===== src/rtl/rxf_pkg.sv =====
package rxf_pkg;
  localparam int unsigned ST_OVR   = 0;
  localparam int unsigned ST_THR   = 1;
  localparam int unsigned ST_TMO   = 2;
  localparam int unsigned ST_NE    = 3;
  localparam int unsigned N_CAUSE  = 3;
  localparam int unsigned N_STAT   = 4;
  localparam int unsigned N_FLAG   = 3;

  typedef struct packed {
    logic brk;
    logic par;
    logic frm;
  } rx_flags_t;
endpackage


===== src/rtl/rxf_store.sv =====
module rxf_store #(
  parameter int unsigned EW    = 11,
  parameter int unsigned DEPTH = 16,
  localparam int unsigned AW   = $clog2(DEPTH),
  localparam int unsigned LW   = AW + 1
) (
  input  logic          clk,
  input  logic          rst_n,
  input  logic          clr,
  input  logic          push,
  input  logic          pop,
  input  logic [EW-1:0] din,
  output logic [EW-1:0] dout,
  output logic [LW-1:0] level,
  output logic          full,
  output logic          empty,
  output logic          pop_ok
);
  logic [EW-1:0] mem [DEPTH];
  logic [AW:0]   wr_ptr;
  logic [AW:0]   rd_ptr;
  logic          push_ok;

  assign level   = wr_ptr - rd_ptr;
  assign full    = (level == LW'(DEPTH));
  assign empty   = (level == '0);
  assign push_ok = push && !full && !clr;
  assign pop_ok  = pop && !empty && !clr;
  assign dout    = mem[rd_ptr[AW-1:0]];

  always_ff @(posedge clk) begin
    if (push_ok) mem[wr_ptr[AW-1:0]] <= din;
  end

  always_ff @(posedge clk or negedge rst_n) begin
    if (!rst_n) begin
      wr_ptr <= '0;
      rd_ptr <= '0;
    end else if (clr) begin
      wr_ptr <= '0;
      rd_ptr <= '0;
    end else begin
      if (push_ok) wr_ptr <= wr_ptr + 1'b1;
      if (pop_ok)  rd_ptr <= rd_ptr + 1'b1;
    end
  end
endmodule


===== src/rtl/rxf_timeout.sv =====
module rxf_timeout #(
  parameter int unsigned CNT_W = 8
) (
  input  logic             clk,
  input  logic             rst_n,
  input  logic             clr,
  input  logic             restart,
  input  logic             active,
  input  logic             tick,
  input  logic [CNT_W-1:0] limit,
  output logic             expired
);
  logic [CNT_W-1:0] cnt;

  always_ff @(posedge clk or negedge rst_n) begin
    if (!rst_n) begin
      cnt <= '0;
    end else if (clr || restart || !active) begin
      cnt <= '0;
    end else if (tick && (cnt < limit)) begin
      cnt <= cnt + 1'b1;
    end
  end

  assign expired = (limit != '0) && (cnt >= limit);
endmodule


===== src/rtl/rxf_irq.sv =====
module rxf_irq
  import rxf_pkg::*;
#(
  parameter int unsigned LW = 5
) (
  input  logic               clk,
  input  logic               rst_n,
  input  logic               clr,
  input  logic               drop,
  input  logic [LW-1:0]      level,
  input  logic [LW-1:0]      thr_cfg,
  input  logic               expired,
  input  logic [N_CAUSE-1:0] mask,
  output logic [N_STAT-1:0]  stat,
  output logic               irq
);
  logic               ovr_q;
  logic               above;
  logic [N_CAUSE-1:0] masked;

  always_ff @(posedge clk or negedge rst_n) begin
    if (!rst_n)    ovr_q <= 1'b0;
    else if (clr)  ovr_q <= 1'b0;
    else if (drop) ovr_q <= 1'b1;
  end

  assign above = (level > thr_cfg);

  always_comb begin
    stat         = '0;
    stat[ST_OVR] = ovr_q;
    stat[ST_THR] = above;
    stat[ST_TMO] = expired && !above && (level != '0);
    stat[ST_NE]  = (level != '0);
  end

  for (genvar i = 0; i < N_CAUSE; i++) begin : g_mask
    assign masked[i] = stat[i] & mask[i];
  end

  assign irq = |masked;
endmodule


===== src/rtl/uart_rx_fifo_irq.sv =====
module uart_rx_fifo_irq
  import rxf_pkg::*;
#(
  parameter int unsigned DATA_W = 8,
  parameter int unsigned DEPTH  = 16,
  parameter int unsigned CNT_W  = 8,
  localparam int unsigned LW    = $clog2(DEPTH) + 1,
  localparam int unsigned EW    = DATA_W + N_FLAG,
  localparam int unsigned RW    = EW + 1
) (
  input  logic               clk,
  input  logic               rst_n,
  input  logic               in_valid,
  output logic               in_ready,
  input  logic [DATA_W-1:0]  in_data,
  input  logic               in_brk,
  input  logic               in_par_err,
  input  logic               in_frm_err,
  input  logic               char_tick,
  input  logic               rd_en,
  output logic [RW-1:0]      rd_word,
  input  logic [LW-1:0]      thr_cfg,
  input  logic [CNT_W-1:0]   tmo_cfg,
  input  logic [N_CAUSE-1:0] irq_mask,
  input  logic               fifo_rst,
  output logic [N_STAT-1:0]  irq_stat,
  output logic               irq
);
  rx_flags_t     in_flags;
  logic [EW-1:0] wr_entry;
  logic [EW-1:0] head;
  logic [LW-1:0] fill_lvl;
  logic          is_full;
  logic          is_empty;
  logic          popped;
  logic          dropped;
  logic          tmo_hit;

  assign in_flags = '{brk: in_brk, par: in_par_err, frm: in_frm_err};
  assign wr_entry = {in_flags, in_data};
  assign in_ready = !is_full;
  assign dropped  = in_valid && is_full && !fifo_rst;

  rxf_store #(.EW(EW), .DEPTH(DEPTH)) u_store (
    .clk   (clk),
    .rst_n (rst_n),
    .clr   (fifo_rst),
    .push  (in_valid),
    .pop   (rd_en),
    .din   (wr_entry),
    .dout  (head),
    .level (fill_lvl),
    .full  (is_full),
    .empty (is_empty),
    .pop_ok(popped)
  );

  rxf_timeout #(.CNT_W(CNT_W)) u_tmo (
    .clk    (clk),
    .rst_n  (rst_n),
    .clr    (fifo_rst),
    .restart(in_valid || popped),
    .active (!is_empty),
    .tick   (char_tick),
    .limit  (tmo_cfg),
    .expired(tmo_hit)
  );

  rxf_irq #(.LW(LW)) u_irq (
    .clk    (clk),
    .rst_n  (rst_n),
    .clr    (fifo_rst),
    .drop   (dropped),
    .level  (fill_lvl),
    .thr_cfg(thr_cfg),
    .expired(tmo_hit),
    .mask   (irq_mask),
    .stat   (irq_stat),
    .irq    (irq)
  );

  assign rd_word = is_empty ? '0 : {1'b1, head};
endmodule


===== config.mk =====
export PLATFORM = sky130hd
export DESIGN_NAME = uart_rx_fifo_irq
export DESIGN_NICKNAME = d
export VERILOG_FILES = /design/src/rtl/rxf_pkg.sv /design/src/rtl/rxf_store.sv /design/src/rtl/rxf_timeout.sv /design/src/rtl/rxf_irq.sv /design/src/rtl/uart_rx_fifo_irq.sv
export SDC_FILE = /design/constraint.sdc
export NUM_CORES = 1
export LEC_CHECK = 0
export BUFFER_PORTS_ARGS = -buffer_cell sky130_fd_sc_hd__buf_4
export CAP_MARGIN = 20
export CELL_PAD_IN_SITES_DETAIL_PLACEMENT = 1
export CELL_PAD_IN_SITES_GLOBAL_PLACEMENT = 1
export CORE_MARGIN = 2
export CORE_UTILIZATION = 45
export CTS_CLUSTER_DIAMETER = 40
export DETAILED_ROUTE_END_ITERATION = 16
export GPL_TIMING_DRIVEN = 0
export PLACE_DENSITY = 0.71
export SLEW_MARGIN = 10
export SYNTH_ARGS = -nofsm -noshare
export SYNTH_HDL_FRONTEND = slang
export SYNTH_SLANG_ARGS = --single-unit

===== constraint.sdc =====
create_clock -name clk -period 5.4 [get_ports clk]
set_input_delay 0.27 -clock clk [delete_from_list [all_inputs] [get_ports clk]]
set_output_delay 0.27 -clock clk [all_outputs]
set_load 0.02 [all_outputs]

==> implementation parameters <==
Parameter                              Value

Status
  Status    finished, final reports clean

Placed design
  Placer Congestion    about 0.79
  Half-perimeter wire length of the detailed placement result    between 10 and 15 mm
  Dpl ws    0.853 ns
  Count of input and output buffers    49
  Inst Count DP    roughly 760
  Placed instance area    about 9300 sq um

CTS
  Post-CTS clock slew at the launch and capture registers of the worst setup and hold paths    approximately 0.070 ns
  Clock buffer count from CTS    17
  # Post-CTS Setup Buffers    0
  Sinks on Clock Net    around 200
  Clock buffer depth    2
  TritonCTS clock tree    built
  Clock root buffer    sky130_fd_sc_hd__clkbuf_16
  Clock latency on the worst-skew pair    between 0.4 and 0.5 ns
  H-tree depth    4

Routing
  Detail Route Antenna Nets    0
  WL per Instance    roughly 26 microns
  Drt initial violations    between 300 and 400
  Mean number of vias per cell    ~5.8
  Post-route DRC    0
  Via total after detailed routing    about 4600
  Overall routed net length    between 20 and 25 mm
  Total iterations of the first detailed-routing run    4

Yosys
  Post-synth top cells    sky130_fd_sc_hd__edfxtp_1, sky130_fd_sc_hd__mux4_2, sky130_fd_sc_hd__ha_1, sky130_fd_sc_hd__dfrtp_1, sky130_fd_sc_hd__inv_1
  Most used flip-flop cell after synthesis    sky130_fd_sc_hd__edfxtp_1
  Synthesized instance count    474
  Unique masters post-synth    52
  Most repeated cell in the gate-level netlist after synthesis    sky130_fd_sc_hd__edfxtp_1
  Share of the synthesized area in the top cell type    62.0%
  Average cell area after synthesis    18.0 sq um
  Cell accounting for the most synthesized area    sky130_fd_sc_hd__edfxtp_1
  Sequential-to-total area share from yosys stat    approximately two thirds
  Synthesized net count    around 530
  Number of synthesized flops with an enable pin    ~180
  Dominant cells by area after synthesis    sky130_fd_sc_hd__edfxtp_1, sky130_fd_sc_hd__mux4_2, sky130_fd_sc_hd__dfrtp_1
  Ys async rst share    about 9.7%
  Number of flip-flops and latches in the synthesized netlist    195
  Netlist Area Pre-Place    ~8500 sq um
  Yosys warns    0

Power and ir drop
  Worst vdd rail ir drop    ~0.00027 V
  Power share of the sequential group    between 30% and 40%
  Power spent charging and discharging nets    ~1.4 mW
  Proportion of power drawn by combinational gates    between 30 and 40%
  Pwr dens    approximately 460 nW/um^2
  Leakage power total    ~3.3 nW
  Proportion of power drawn by the clock network    between 20 and 30%
  Fraction of power spent switching nets    a little under a third
  Internal cell power    3.13 mW

Die
  Y dimension of the die    between 100 and 150 microns
  Cell Rows    50
  Starting density of the core    between 40% and 50%
  CORE AREA    18600 sq um
  Top Ports    51
  Width of the die    ~140 microns
  Die area    ~20000 sq um

Global routing
  Wire length of the first global-routing pass    31.2 mm
  Vias in the first global route    between 5000 and 6000
  Number of antenna violations at the first check in global routing    0
  Largest net degree at the start of global routing    20
  GRT overflow    0
  GRT Resource Usage Total    a little over a fifth

STA
  Hold_ws    around 0.13 ns
  Headroom to the max-slew limit    a little over a third
  Worst Clk Skew    roughly 0.0091 ns
  # setup viols final    0
  Part of the cycle the worst path needs    roughly 90%
  Max-slew violations    0
  Worst-Margin Slew    between 0.9 and 1 ns
  Number of hold violations in the final report    0
  Minimum clock period    4.86 ns
  Fin Setup TNS    0 ns
  RSZ-0062 raised after global routing    no
  Worst setup slack after layout    roughly 0.54 ns
  Achievable frequency    206 MHz

Worst setup path
  WP data arrival    4.59 ns
  Nature of the critical path endpoint    output pin
  Worst R2R Start    u_store.rd_ptr[1]$_DFFE_PN0P_
  Worst setup path startpoint    u_store.rd_ptr[1]$_DFFE_PN0P_
  Startpoint-to-endpoint class of the critical path    register to output pin
  Kind of start point of the critical path    register
  Biggest fanout along the worst timing path    10
  Required time of the critical path    5.13 ns

Final layout
  Diode insertion count for antenna repair    0
  Area grow syn2layout    16.3%
  Area of all placed cells without fillers    between 9000 and 10000 sq um
  Share of final-layout standard cells stronger than drive strength 1    between 30% and 40%
  Final nets    606
  Cell Count, Final, Fillers Out    796

Worst hold path
  Start point of the worst min-delay path    in_data[3]
  Tightest Hold Check Type    input port to register

Run
  Max capacitance violation total    0
-- per-stage QoR --
stage	total power, mW	util, %
3_3_place_gp	3.25	49.3
6_report	4.52	53.2
2_1_floorplan	2.76	-
5_1_grt	4.71	53.2
4_1_cts	4.59	53.2
3_5_place_dp	3.30	49.9
-- worst max-delay path: stages (launching register included) --
cell                      delay [ns]
sky130_fd_sc_hd__dfrtp_1        0.38
sky130_fd_sc_hd__buf_2          0.33
sky130_fd_sc_hd__buf_1          0.66
sky130_fd_sc_hd__inv_1          0.19
sky130_fd_sc_hd__fa_1           0.52
sky130_fd_sc_hd__and3_1         0.19
sky130_fd_sc_hd__or3_1          0.43
sky130_fd_sc_hd__and2_1         0.18
sky130_fd_sc_hd__ha_1           0.29
sky130_fd_sc_hd__and3_1         0.17
sky130_fd_sc_hd__o21ai_0        0.08
sky130_fd_sc_hd__a32oi_1        0.30
sky130_fd_sc_hd__nor4_2         0.11
sky130_fd_sc_hd__a21o_1         0.19
sky130_fd_sc_hd__buf_4          0.15
-- power by group through the flow --
stage | Clock (mW) | Sequential [mW] | Combinational [mW]
3_3_place_gp | 0 | 1.73 | 1.51
6_report | 1.29 | 1.70 | 1.53
5_1_grt | 1.36 | 1.71 | 1.65
2_1_floorplan | 0 | 1.73 | 1.03
3_5_place_dp | 0 | 1.74 | 1.56
4_1_cts | 1.31 | 1.70 | 1.57
-- layer usage --
metal	part of all wire [%]	vias to the layer above	wire, microns	track usage (%)
met4	1.8	0	367	7.53
met1	43	2431	8660	29.4
met5	0	-	0	0
met3	4.5	21	923	3.64
met2	51	127	10400	36.4
li1	-	2055	-	-
-- cell type report --
type / instances / area, sq um
plain buffers: 23 / 138
fillers: 1730 / 8720
flip-flops and latches: 195 / 5760
clock inverters: 15 / 179
multi-input cells: 236 / 2600
inverters: 20 / 75.1
repair buffers: 56 / 445
clock buffers: 17 / 425
well taps: 234 / 293
-- repair_timing --
item,4_1_cts,5_1_grt
gates resized for setup,0,0
hold buffers,1,0
hold endpoints to repair,19,0
setup endpoints to repair,0,0
-- layout by cell type, fill, tap and decap left out, types with 3 or more instances in the layout --
cell type and count:
sky130_fd_sc_hd__or3_1 8, sky130_fd_sc_hd__dfrtp_1 19, sky130_fd_sc_hd__o21ai_0 8, sky130_fd_sc_hd__nand3b_1 5, sky130_fd_sc_hd__o31ai_1 3, sky130_fd_sc_hd__nand2b_1 5
sky130_fd_sc_hd__a21oi_2 8, sky130_fd_sc_hd__nor2b_1 16, sky130_fd_sc_hd__nor2_1 6, sky130_fd_sc_hd__clkbuf_16 17, sky130_fd_sc_hd__or4_1 6, sky130_fd_sc_hd__mux4_2 55
sky130_fd_sc_hd__nand4_1 7, sky130_fd_sc_hd__bufinv_16 3, sky130_fd_sc_hd__edfxtp_1 176, sky130_fd_sc_hd__and2_1 3, sky130_fd_sc_hd__a21o_1 6, sky130_fd_sc_hd__a21oi_1 14
sky130_fd_sc_hd__o21ai_1 4, sky130_fd_sc_hd__clkbuf_1 9, sky130_fd_sc_hd__buf_6 10, sky130_fd_sc_hd__nor2_2 11, sky130_fd_sc_hd__buf_4 53, sky130_fd_sc_hd__nand3_1 7
sky130_fd_sc_hd__nor3_2 4, sky130_fd_sc_hd__inv_6 4, sky130_fd_sc_hd__clkinvlp_4 3, sky130_fd_sc_hd__buf_2 5, sky130_fd_sc_hd__ha_1 23, sky130_fd_sc_hd__nand2_1 10
sky130_fd_sc_hd__inv_1 18
-- sequential cells by signal, summed over array words and instances, names as in the netlist --
register / cells
u_irq.ovr_q: 1
u_store.mem: 176
u_store.rd_ptr: 5
u_store.wr_ptr: 5
u_tmo.cnt: 8
-- kinds of logic after synthesis --
| group | after synthesis | synth area share [%] |
|---|---|---|
| simple gates | 97 | 6.65 |
| xor+xnor | 3 | 0.396 |
| mux | 58 | 15.0 |
| flops | 195 | 67.5 |
| fa+ha+maj | 24 | 3.61 |
| buf+inv | 43 | 2.49 |
| compound gates | 54 | 4.36 |
-- worst paths after layout --
check / end / slack (ns) / cells after the start
setup / recovery: irq / 0.54 / 14
hold / removal: u_store.mem[4][3]$_DFFE_PP_ / 0.13 / 1
setup reg to reg: u_store.mem[15][4]$_DFFE_PP_ / 0.86 / 10
hold reg to reg: u_irq.ovr_q$_DFFE_PN0P_ / 0.54 / 2
max in group asynchronous: u_store.rd_ptr[0]$_DFFE_PN0P_ / 4.93 / 2
min in group asynchronous: u_store.wr_ptr[3]$_DFFE_PN0P_ / 0.25 / 2
Note: power is estimated with default switching activity, not from simulation.
